[src/rtl/sdcs_pkg.sv]
package sdcs_pkg;

    localparam int IDX_W = 6;
    localparam int RSP_W = 3;

    localparam logic [IDX_W-1:0] IDX_APP_PREFIX = 6'd55;
    localparam logic [IDX_W-1:0] IDX_STOP       = 6'd12;

    localparam logic [RSP_W-1:0] RSP_AUTO     = 3'd0;
    localparam logic [RSP_W-1:0] RSP_NONE     = 3'd3;
    localparam logic [RSP_W-1:0] RSP_SHORT    = 3'd4;
    localparam logic [RSP_W-1:0] RSP_SHORT_BSY= 3'd5;
    localparam logic [RSP_W-1:0] RSP_LONG     = 3'd6;
    localparam logic [RSP_W-1:0] RSP_NOCRC    = 3'd7;

    localparam int DET_IDX_MAIN = 0;
    localparam int DET_IDX_STOP = 1;
    localparam int DET_END_MAIN = 2;
    localparam int DET_END_STOP = 3;
    localparam int DET_CRC_MAIN = 8;
    localparam int DET_CRC_STOP = 9;
    localparam int DET_FIXED    = 13;
    localparam int DET_TMO_MAIN = 16;
    localparam int DET_TMO_STOP = 17;

    typedef struct packed {
        logic [IDX_W-1:0] idx;
        logic [RSP_W-1:0] rsp;
        logic             data;
        logic             read;
        logic             multi;
        logic             app;
    } cmd_desc_t;

    typedef enum logic [2:0] {
        ST_IDLE,
        ST_PRE_SEND,
        ST_PRE_WAIT,
        ST_MAIN_SEND,
        ST_MAIN_WAIT,
        ST_BLK_WAIT,
        ST_STOP_SEND,
        ST_STOP_WAIT
    } seq_state_t;

endpackage

[src/rtl/sdcs_decode.sv]
module sdcs_decode
    import sdcs_pkg::*;
(
    input  logic [15:0] word,
    output cmd_desc_t   desc,
    output logic        illegal
);

    logic [1:0]       ctype;
    logic [RSP_W-1:0] rfield;
    logic             unused_hi;

    assign ctype     = word[7:6];
    assign rfield    = word[10:8];
    assign unused_hi = ^word[15:14];

    always_comb begin
        desc.idx   = word[5:0];
        desc.app   = (ctype == 2'd1);
        desc.rsp   = RSP_SHORT;
        desc.data  = 1'b0;
        desc.read  = 1'b0;
        desc.multi = 1'b0;
        if (rfield == RSP_AUTO) begin
            if (desc.app) begin
                if (desc.idx == 6'd41) begin
                    desc.rsp = RSP_NOCRC;
                end
            end else begin
                case (desc.idx)
                    6'd0:        desc.rsp = RSP_NONE;
                    6'd2, 6'd9:  desc.rsp = RSP_LONG;
                    6'd7, 6'd12: desc.rsp = RSP_SHORT_BSY;
                    6'd17: begin
                        desc.data = 1'b1;
                        desc.read = 1'b1;
                    end
                    6'd18: begin
                        desc.data  = 1'b1;
                        desc.read  = 1'b1;
                        desc.multi = 1'b1;
                    end
                    6'd24: desc.data = 1'b1;
                    6'd25: begin
                        desc.data  = 1'b1;
                        desc.multi = 1'b1;
                    end
                    default: ;
                endcase
            end
        end else begin
            desc.rsp   = rfield;
            desc.data  = word[11];
            desc.read  = word[12];
            desc.multi = word[13];
        end
    end

    always_comb begin
        illegal = ctype[1]
                | (rfield == 3'd1) | (rfield == 3'd2)
                | (desc.data && (desc.rsp == RSP_NONE))
                | (desc.data && !desc.app && (desc.idx == IDX_STOP));
    end

endmodule

[src/rtl/sdcs_blkcnt.sv]
module sdcs_blkcnt #(
    parameter int CNT_W = 16
) (
    input  logic             clk,
    input  logic             rst_n,
    input  logic             clr,
    input  logic             inc,
    input  logic [CNT_W-1:0] limit,
    output logic             hit
);

    localparam int EXT_W = CNT_W + 1;

    logic [CNT_W-1:0] cnt_q;
    logic [EXT_W-1:0] next_ext;

    assign next_ext = {1'b0, cnt_q} + EXT_W'(1);
    assign hit      = inc && (next_ext >= {1'b0, limit});

    always_ff @(posedge clk) begin
        if (!rst_n || clr) begin
            cnt_q <= '0;
        end else if (inc) begin
            cnt_q <= next_ext[CNT_W-1:0];
        end
    end

endmodule

[src/rtl/sdcs_errdet.sv]
module sdcs_errdet
    import sdcs_pkg::*;
(
    input  logic        clk,
    input  logic        rst_n,
    input  logic        clr,
    input  logic        upd,
    input  logic        is_stop,
    input  logic        tmo,
    input  logic        crc,
    input  logic        endb,
    input  logic        idxe,
    output logic [31:0] detail
);

    logic [31:0] det_q;
    logic [31:0] set_v;

    always_comb begin
        set_v = '0;
        if (is_stop) begin
            set_v[DET_TMO_STOP] = tmo;
            set_v[DET_CRC_STOP] = crc;
            set_v[DET_END_STOP] = endb;
            set_v[DET_IDX_STOP] = idxe;
        end else begin
            set_v[DET_TMO_MAIN] = tmo;
            set_v[DET_CRC_MAIN] = crc;
            set_v[DET_END_MAIN] = endb;
            set_v[DET_IDX_MAIN] = idxe;
        end
    end

    always_ff @(posedge clk) begin
        if (!rst_n || clr) begin
            det_q <= '0;
        end else if (upd) begin
            det_q <= det_q | set_v;
        end
    end

    always_comb begin
        detail            = det_q;
        detail[DET_FIXED] = 1'b1;
    end

endmodule

[src/rtl/sdcs_ctrl.sv]
module sdcs_ctrl
    import sdcs_pkg::*;
(
    input  logic             clk,
    input  logic             rst_n,
    input  logic             cmd_wr,
    input  cmd_desc_t        desc_in,
    input  logic             illegal,
    input  logic [31:0]      arg_in,
    input  logic [15:0]      card_rca,
    input  logic             frm_ready,
    input  logic             rsp_done,
    input  logic             rsp_timeout,
    input  logic             rsp_crc_err,
    input  logic             rsp_end_err,
    input  logic             rsp_idx_err,
    input  logic             stop_hit,
    input  logic             blk_done,
    output logic             frm_valid,
    output logic [IDX_W-1:0] frm_index,
    output logic [31:0]      frm_arg,
    output logic [RSP_W-1:0] frm_rsp,
    output logic             frm_data,
    output logic             frm_read,
    output logic             frm_stop,
    output logic             cnt_clr,
    output logic             cnt_inc,
    output logic             det_clr,
    output logic             det_upd,
    output logic             det_stop,
    output logic             crc_eff,
    output logic             busy,
    output logic             ila_err
);

    seq_state_t       state_q, state_d;
    cmd_desc_t        desc_q;
    logic [31:0]      arg_q;
    logic             ila_q;
    logic             accept;
    logic             rsp_err;
    logic [RSP_W-1:0] cur_rsp;

    assign accept = cmd_wr && (state_q == ST_IDLE) && !illegal;

    always_ff @(posedge clk) begin
        if (!rst_n) begin
            state_q <= ST_IDLE;
            desc_q  <= '0;
            arg_q   <= '0;
            ila_q   <= 1'b0;
        end else begin
            state_q <= state_d;
            if (accept) begin
                desc_q <= desc_in;
                arg_q  <= arg_in;
            end
            if (cmd_wr) begin
                ila_q <= (state_q != ST_IDLE) || illegal;
            end
        end
    end

    always_comb begin
        state_d = state_q;
        unique case (state_q)
            ST_IDLE: begin
                if (accept) begin
                    state_d = desc_in.app ? ST_PRE_SEND : ST_MAIN_SEND;
                end
            end
            ST_PRE_SEND: begin
                if (frm_ready) state_d = ST_PRE_WAIT;
            end
            ST_PRE_WAIT: begin
                if (rsp_done) state_d = rsp_err ? ST_IDLE : ST_MAIN_SEND;
            end
            ST_MAIN_SEND: begin
                if (frm_ready) state_d = ST_MAIN_WAIT;
            end
            ST_MAIN_WAIT: begin
                if (rsp_done) begin
                    if (rsp_err) begin
                        state_d = ST_IDLE;
                    end else if (desc_q.data && desc_q.multi) begin
                        state_d = ST_BLK_WAIT;
                    end else begin
                        state_d = ST_IDLE;
                    end
                end
            end
            ST_BLK_WAIT: begin
                if (stop_hit) state_d = ST_STOP_SEND;
            end
            ST_STOP_SEND: begin
                if (frm_ready) state_d = ST_STOP_WAIT;
            end
            ST_STOP_WAIT: begin
                if (rsp_done) state_d = ST_IDLE;
            end
            default: state_d = ST_IDLE;
        endcase
    end

    always_comb begin
        frm_valid = 1'b0;
        frm_index = desc_q.idx;
        frm_arg   = arg_q;
        frm_rsp   = desc_q.rsp;
        frm_data  = desc_q.data;
        frm_read  = desc_q.read;
        frm_stop  = 1'b0;
        cur_rsp   = desc_q.rsp;
        det_upd   = 1'b0;
        det_stop  = 1'b0;
        cnt_inc   = 1'b0;
        unique case (state_q)
            ST_IDLE: ;
            ST_PRE_SEND, ST_PRE_WAIT: begin
                frm_valid = (state_q == ST_PRE_SEND);
                frm_index = IDX_APP_PREFIX;
                frm_arg   = {card_rca, 16'h0000};
                frm_rsp   = RSP_SHORT;
                frm_data  = 1'b0;
                frm_read  = 1'b0;
                cur_rsp   = RSP_SHORT;
                det_upd   = (state_q == ST_PRE_WAIT) && rsp_done;
            end
            ST_MAIN_SEND: frm_valid = 1'b1;
            ST_MAIN_WAIT: det_upd = rsp_done;
            ST_BLK_WAIT:  cnt_inc = blk_done;
            ST_STOP_SEND, ST_STOP_WAIT: begin
                frm_valid = (state_q == ST_STOP_SEND);
                frm_index = IDX_STOP;
                frm_arg   = '0;
                frm_rsp   = RSP_SHORT_BSY;
                frm_data  = 1'b0;
                frm_read  = 1'b0;
                frm_stop  = 1'b1;
                cur_rsp   = RSP_SHORT_BSY;
                det_upd   = (state_q == ST_STOP_WAIT) && rsp_done;
                det_stop  = 1'b1;
            end
            default: ;
        endcase
    end

    assign crc_eff = rsp_crc_err && (cur_rsp != RSP_NOCRC);
    assign rsp_err = rsp_timeout || crc_eff || rsp_end_err || rsp_idx_err;
    assign cnt_clr = accept;
    assign det_clr = cmd_wr && (state_q == ST_IDLE);
    assign busy    = (state_q != ST_IDLE);
    assign ila_err = ila_q;

endmodule

[src/rtl/sd_cmd_sequencer.sv]
module sd_cmd_sequencer
    import sdcs_pkg::*;
#(
    parameter int CNT_W = 16
) (
    input  logic             clk,
    input  logic             rst_n,
    input  logic             cmd_wr,
    input  logic [15:0]      cmd_wdata,
    input  logic [31:0]      arg_wdata,
    input  logic [15:0]      card_rca,
    input  logic [CNT_W-1:0] blk_count,
    input  logic             blk_done,
    output logic             frm_valid,
    input  logic             frm_ready,
    output logic [5:0]       frm_index,
    output logic [31:0]      frm_arg,
    output logic [2:0]       frm_rsp,
    output logic             frm_data,
    output logic             frm_read,
    output logic             frm_stop,
    input  logic             rsp_done,
    input  logic             rsp_timeout,
    input  logic             rsp_crc_err,
    input  logic             rsp_end_err,
    input  logic             rsp_idx_err,
    output logic             busy,
    output logic             ila_err,
    output logic [31:0]      err_detail
);

    cmd_desc_t desc;
    logic      illegal;
    logic      stop_hit;
    logic      cnt_clr, cnt_inc;
    logic      det_clr, det_upd, det_stop, crc_eff;

    sdcs_decode u_decode (
        .word    (cmd_wdata),
        .desc    (desc),
        .illegal (illegal)
    );

    sdcs_ctrl u_ctrl (
        .clk         (clk),
        .rst_n       (rst_n),
        .cmd_wr      (cmd_wr),
        .desc_in     (desc),
        .illegal     (illegal),
        .arg_in      (arg_wdata),
        .card_rca    (card_rca),
        .frm_ready   (frm_ready),
        .rsp_done    (rsp_done),
        .rsp_timeout (rsp_timeout),
        .rsp_crc_err (rsp_crc_err),
        .rsp_end_err (rsp_end_err),
        .rsp_idx_err (rsp_idx_err),
        .stop_hit    (stop_hit),
        .blk_done    (blk_done),
        .frm_valid   (frm_valid),
        .frm_index   (frm_index),
        .frm_arg     (frm_arg),
        .frm_rsp     (frm_rsp),
        .frm_data    (frm_data),
        .frm_read    (frm_read),
        .frm_stop    (frm_stop),
        .cnt_clr     (cnt_clr),
        .cnt_inc     (cnt_inc),
        .det_clr     (det_clr),
        .det_upd     (det_upd),
        .det_stop    (det_stop),
        .crc_eff     (crc_eff),
        .busy        (busy),
        .ila_err     (ila_err)
    );

    sdcs_blkcnt #(.CNT_W(CNT_W)) u_blkcnt (
        .clk   (clk),
        .rst_n (rst_n),
        .clr   (cnt_clr),
        .inc   (cnt_inc),
        .limit (blk_count),
        .hit   (stop_hit)
    );

    sdcs_errdet u_errdet (
        .clk     (clk),
        .rst_n   (rst_n),
        .clr     (det_clr),
        .upd     (det_upd),
        .is_stop (det_stop),
        .tmo     (rsp_timeout),
        .crc     (crc_eff),
        .endb    (rsp_end_err),
        .idxe    (rsp_idx_err),
        .detail  (err_detail)
    );

endmodule

[config.mk]
export PLATFORM = sky130hd
export DESIGN_NAME = sd_cmd_sequencer
export DESIGN_NICKNAME = d
export VERILOG_FILES = /design/src/rtl/sdcs_pkg.sv /design/src/rtl/sdcs_decode.sv /design/src/rtl/sdcs_blkcnt.sv /design/src/rtl/sdcs_errdet.sv /design/src/rtl/sdcs_ctrl.sv /design/src/rtl/sd_cmd_sequencer.sv
export SDC_FILE = /design/constraint.sdc
export NUM_CORES = 1
export LEC_CHECK = 0
export ABC_AREA = 0
export CAP_MARGIN = 40
export CORE_MARGIN = 1
export CORE_UTILIZATION = 39
export CTS_BUF_LIST = sky130_fd_sc_hd__clkbuf_4
export DETAILED_ROUTE_END_ITERATION = 10
export DONT_BUFFER_PORTS = 1
export PLACE_DENSITY = 0.57
export SETUP_SLACK_MARGIN = 0.2
export SKIP_CTS_REPAIR_TIMING = 1
export SLEW_MARGIN = 20
export SYNTH_ARGS = -nofsm -noshare
export SYNTH_HDL_FRONTEND = slang
export SYNTH_SLANG_ARGS = --single-unit
[constraint.sdc]
create_clock -name clk -period 8.1 [get_ports clk]
set_input_delay 2.025 -clock clk [delete_from_list [all_inputs] [get_ports clk]]
set_output_delay 2.025 -clock clk [all_outputs]
set_load 0.01 [all_outputs]
After elaboration in Yosys (flattened, before gate mapping) --
Cells that the tools add are included.
Cells by class: add/subtract/negate cells 1, order comparisons 1, equal/unequal tests 29, mux-type cells 38, bitwise gates (word level) 5, reduce and logical (&&, ||, !) cells 32
Operator list (count):
- case mux 32 bit (2 select lines) | 1
- two-way mux 3 bit | 12
- bitwise OR 32 x 18 -> 32 bit | 1
- equality test 6 x 5 -> 1 bit, second input constant | 4
- case mux 3 bit (8 select lines) | 1
- adder 16 x 1 -> 17 bit, second input constant | 1
- greater-or-equal comparator 17 x 16 -> 1 bit | 1
- two-way mux 1 bit | 15
- != test 2 bit, second input constant | 7
- equality test 3 x 2 -> 1 bit, second input constant | 4
- equality test 3 bit, second input constant | 4
- equality test 6 x 4 -> 1 bit, second input constant | 2
- case mux 6 bit (2 select lines) | 1
- OR reduction 2 bit | 6
- logical AND 1 bit | 10
- case mux 3 bit (3 select lines) | 1
- AND reduction 8 bit | 1
- OR reduction 4 bit | 2
- equality test 3 x 1 -> 1 bit, second input constant | 2
- equality test 6 x 2 -> 1 bit, second input constant | 1
- equality test 6 x 3 -> 1 bit, second input constant | 1
- equality test 6 bit, second input constant | 1
- zero test 3 bit | 2
- zero test 6 bit | 1
- 11 further kinds | 24
Word-level totals: bits in registers 96, input port bits 90, output and inout bits 79, logic and storage cells 116

Longest topological paths before layout --
depth in word-level cells 13, gate-level depth with buffers 13, mapped depth without buffers 13

By module --
From an unflattened synthesis, not the netlist that was laid out.
Second synthesis, totals: cell total of the unflattened synthesis 611, area, all modules 4689.5 um2
Modules (own cells, without submodules):
- sdcs_ctrl | instances 1, cells each 338, area each 2581.2 um2, sequential area each 960.9 um2
- sdcs_blkcnt | instances 1, cells each 165, area each 1303.8 um2, sequential area each 320.3 um2
- sdcs_errdet | instances 1, cells each 57, area each 481.7 um2, sequential area each 160.2 um2
- sdcs_decode | instances 1, cells each 51, area each 322.8 um2, sequential area each 0.0 um2

Least setup slack after synthesis --
Ideal clock, no wire load.
kind input-to-output, start in card_rca[3], end out frm_arg[19], arrival time 2.194 ns, required time 6.075 ns, path slack 3.881 ns, cell stages on the path 2, buffers on the path 0, cell sequence nand2_1 -> o21ai_0
On the way: cells in the longest elaborated chain, start to end 1
Ends and longest elaborated chain:
- start, declared | line sd_cmd_sequencer.sv:11 | input logic [15:0] card_rca,
- case mux 32 bit (2 select lines) | line sdcs_ctrl.sv:117 | unique case (state_q)
- end, declared | line sd_cmd_sequencer.sv:17 | output logic [31:0] frm_arg,
Every way passes these cells.

Final worst setup path --
start reg u_ctrl.state_q[2], end out frm_arg[0]
On the way: cells in the longest elaborated chain, start to end 3, elaborated cells between the ends (all ways) 7, those cells by class eq/ne: 4; mux: 1; reduce/logical: 2
Ends and longest elaborated chain:
- start, declared | line sdcs_ctrl.sv:36 | seq_state_t state_q, state_d;
- start signal, assigned | line sdcs_ctrl.sv:53 | state_q <= state_d;
- equality test 3 bit, or another cell as far along | line sdcs_ctrl.sv:117
- OR reduction 2 bit | line sdcs_ctrl.sv:117
- case mux 32 bit (2 select lines) * | line sdcs_ctrl.sv:117
Mark *: on every way between the ends. The rest lies on a longest branch, timed or not.

==> results.json <==
{
  "status": "finished, final reports clean",
  "areaGrowthSynthToFinish_pct": 1.32,
  "place.gp.congestion": 0.819,
  "die_h_um": 109,
  "nets": 636,
  "power_density_nw_per_um2": 225,
  "placed_area_um2": 4370,
  "synth_cells": 544,
  "synth-seq-cells": 72,
  "setup_viol": 0,
  "n_antenna_cell": 0,
  "fin_setup_tns_ps": 0,
  "cp_max_fo": 24,
  "cts_tree": "done",
  "stdcell_area_um2": 4500,
  "synth-async-reset-ratio_pct": 0,
  "via_per_inst": 5.16,
  "clock_latency_ps": 410,
  "worst_pin_slew_ps": 778,
  "synth_top_area_share_pct": 32.5,
  "yosysSeqAreaShare_pct": 32.5,
  "grt_max_degree": 44,
  "io_buffers": 0,
  "antenna_found_initial": 0,
  "period_needed_ps": 4680,
  "cts_buffers": 9,
  "r2r-start": "u_ctrl.state_q[2]$_SDFFE_PN0P_",
  "slowest_delay_ps": 720,
  "hold_ws_ps": 500,
  "dr.pass1.iters": 4,
  "cts_buffer_depth": 2,
  "cp-start-kind": "flop",
  "initial_core_util_pct": 40.4,
  "fin_cells": 674,
  "netlist_area_um2": 4440,
  "final_core_util_pct": 41.0,
  "clkSinkCount": 72,
  "design.die.area_um2": 11800,
  "clk_pin_slew_ps": 110,
  "drt_iter0_drc": 119,
  "synth_area_leaders": "dfxtp_1, mux2i_1, nor2_1",
  "pin_count": 169,
  "grt_overflow": 0,
  "ys.flop_type": "dfxtp_1",
  "startpoint": "u_ctrl.state_q[2]$_SDFFE_PN0P_",
  "wl_per_cell_um": 14.8,
  "track_usage_pct": 16.9,
  "die_w_um": 109,
  "dp_hpwl_mm": 7.52,
  "hold_viol_final": 0,
  "yosysTopAreaCell": "dfxtp_1",
  "core-area_um2": 11000,
  "rsz0062_at_grt": "false",
  "vias": 3475,
  "drt_wl_total_mm": 9.95,
  "grt_pass1_wl_mm": 15.7,
  "rows": 38,
  "route.detailed.drc": 0,
  "dp_cells": 658,
  "required_ps": 6080,
  "max_slew_margin_pct": 48.0,
  "crit_arrival_ps": 2650,
  "fin_crit_sh_pct": 57.7,
  "grt_pass1_vias": 3284,
  "leakagePower_nw": 2.12,
  "yosysWarningCount": 0,
  "cpMaxStageDelayCell": "dfxtp_1",
  "drtAntennaViolNets": 0,
  "ir_drop_mv": 0.117,
  "max_freq_ghz": 0.214,
  "cp-end-kind": "output pin",
  "cts-htree-levels": 3,
  "synth_edf_count": 0,
  "syn_area_per_cell_um2": 8.17,
  "path_cells": "nand2_1, o21a_1, and2_1",
  "crit_type": "reg2out",
  "hold_class": "reg2reg",
  "slew_violations": 0,
  "skew_ps": 11.8,
  "hold_start": "u_ctrl.desc_q[9]$_SDFFE_PN0P_",
  "root_buffer": "clkbuf_4",
  "layout-drive-gt1-share_pct": 5.43,
  "cap_viol_max_count": 0,
  "synth.distinct_cells": 52
}
==> Yosys cell counts, types with 4 or more instances <==
cell      number
clkbuf_1      19
nand2_1       61
xnor2_1       13
and2_1        21
a211oi_1       5
buf_4         25
nand3_1       10
a21oi_1       19
nor4_1         7
a21o_1         7
nor2_1        83
inv_1         22
xor2_1        20
nor3_1         7
ha_1          17
mux2i_1       42
buf_12         4
nand2b_1       5
nand4_1        6
o21ai_0       28
a311oi_1       4
and3_1         4
dfxtp_1       72
==> layout by cell type, fill, tap and decap left out, drive strengths merged, types with 4 or more instances in the layout <==
cell,netlist,layout
nor2,83,83
dfxtp,72,72
nand2,63,63
mux2i,42,42
o21ai,28,28
conb,2,24
inv,22,22
and2,21,21
a21oi,21,21
xor2,20,20
ha,17,17
xnor2,13,13
nand3,10,10
clkbuf,19,10
nor3,8,8
nor4,7,7
a21o,7,7
nand4,7,7
nand2b,5,5
a211oi,5,5
and3,4,4
a311oi,4,4
clkinv,1,4
==> kinds of logic (layout without fill, tap and decap cells) <==
kind of cell / count (synthesis) / count (layout) / share of synthesized area (%)
AO/OA/AOI/OAI: 85 / 85 / 13.2
XOR/XNOR: 33 / 33 / 6.51
adder cells (fa/ha/maj): 17 / 17 / 4.79
buffers and inverters: 73 / 41 / 9.94
flip-flops: 72 / 72 / 32.5
multiplexers: 42 / 42 / 9.46
other: 2 / 24 / 0.169
AND/OR/NAND/NOR: 220 / 220 / 23.5
==> per-layer routing <==
metal | wire [um] | track usage, %
met5 | 0 | 0
met4 | 126 | 5.60
met3 | 527 | 3.77
met1 | 4390 | 20.1
met2 | 4900 | 30.1
==> critical path, delay by kind of cell, from the launching register on <==
family	cells	cell delay, ps
AO/OA/AOI/OAI	1	550
flip-flops	1	720
AND/OR/NAND/NOR	2	970
==> sequential cells by signal, indices dropped and copies added, names as in the netlist <==
name and cells:
u_ctrl.arg_q 32, u_blkcnt.cnt_q 16, u_ctrl.desc_q 12, u_errdet.det_q 8, u_ctrl.state_q 3, u_ctrl.ila_err 1
==> power by group <==
group / leakage, nW / internal [mW] / total, mW / switching [mW]
sequential: 0.584 / 0.383 / 0.414 / 0.0306
clock: 0.0722 / 0.0960 / 0.224 / 0.128
combinational: 1.46 / 0.119 / 0.374 / 0.255
total: 2.12 / 0.598 / 1.01 / 0.414
==> area by class of cell <==
| class | count | area, um2 |
|---|---|---|
| clock inverter | 6 | 60.1 |
| fill | 1137 | 6480 |
| inverter | 23 | 86.3 |
| sequential | 72 | 1440 |
| multi-input combinational | 421 | 2640 |
| tap | 140 | 175 |
| clock buffer | 10 | 75.1 |
| timing repair buffer | 2 | 18.8 |
==> per-stage QoR <==
step / power [mW] / worst slack [ps]
after floorplan: 0.750 / 3880
after global placement: 0.780 / 3790
after global routing: 1.09 / 3150
after CTS: 1.03 / 3310
final: 1.01 / 3420
after detailed placement: 0.800 / 3770
==> final timing paths <==
check	end	cells after the start	slack [ps]
max	frm_arg[0]	3	3420
min	u_ctrl.desc_q[9]$_SDFFE_PN0P_	2	500
max reg2reg	u_ctrl.state_q[0]$_SDFFE_PN0P_	7	4610
min reg2reg	u_ctrl.desc_q[9]$_SDFFE_PN0P_	2	500
No activity file was read; power rests on OpenSTA's default activity.
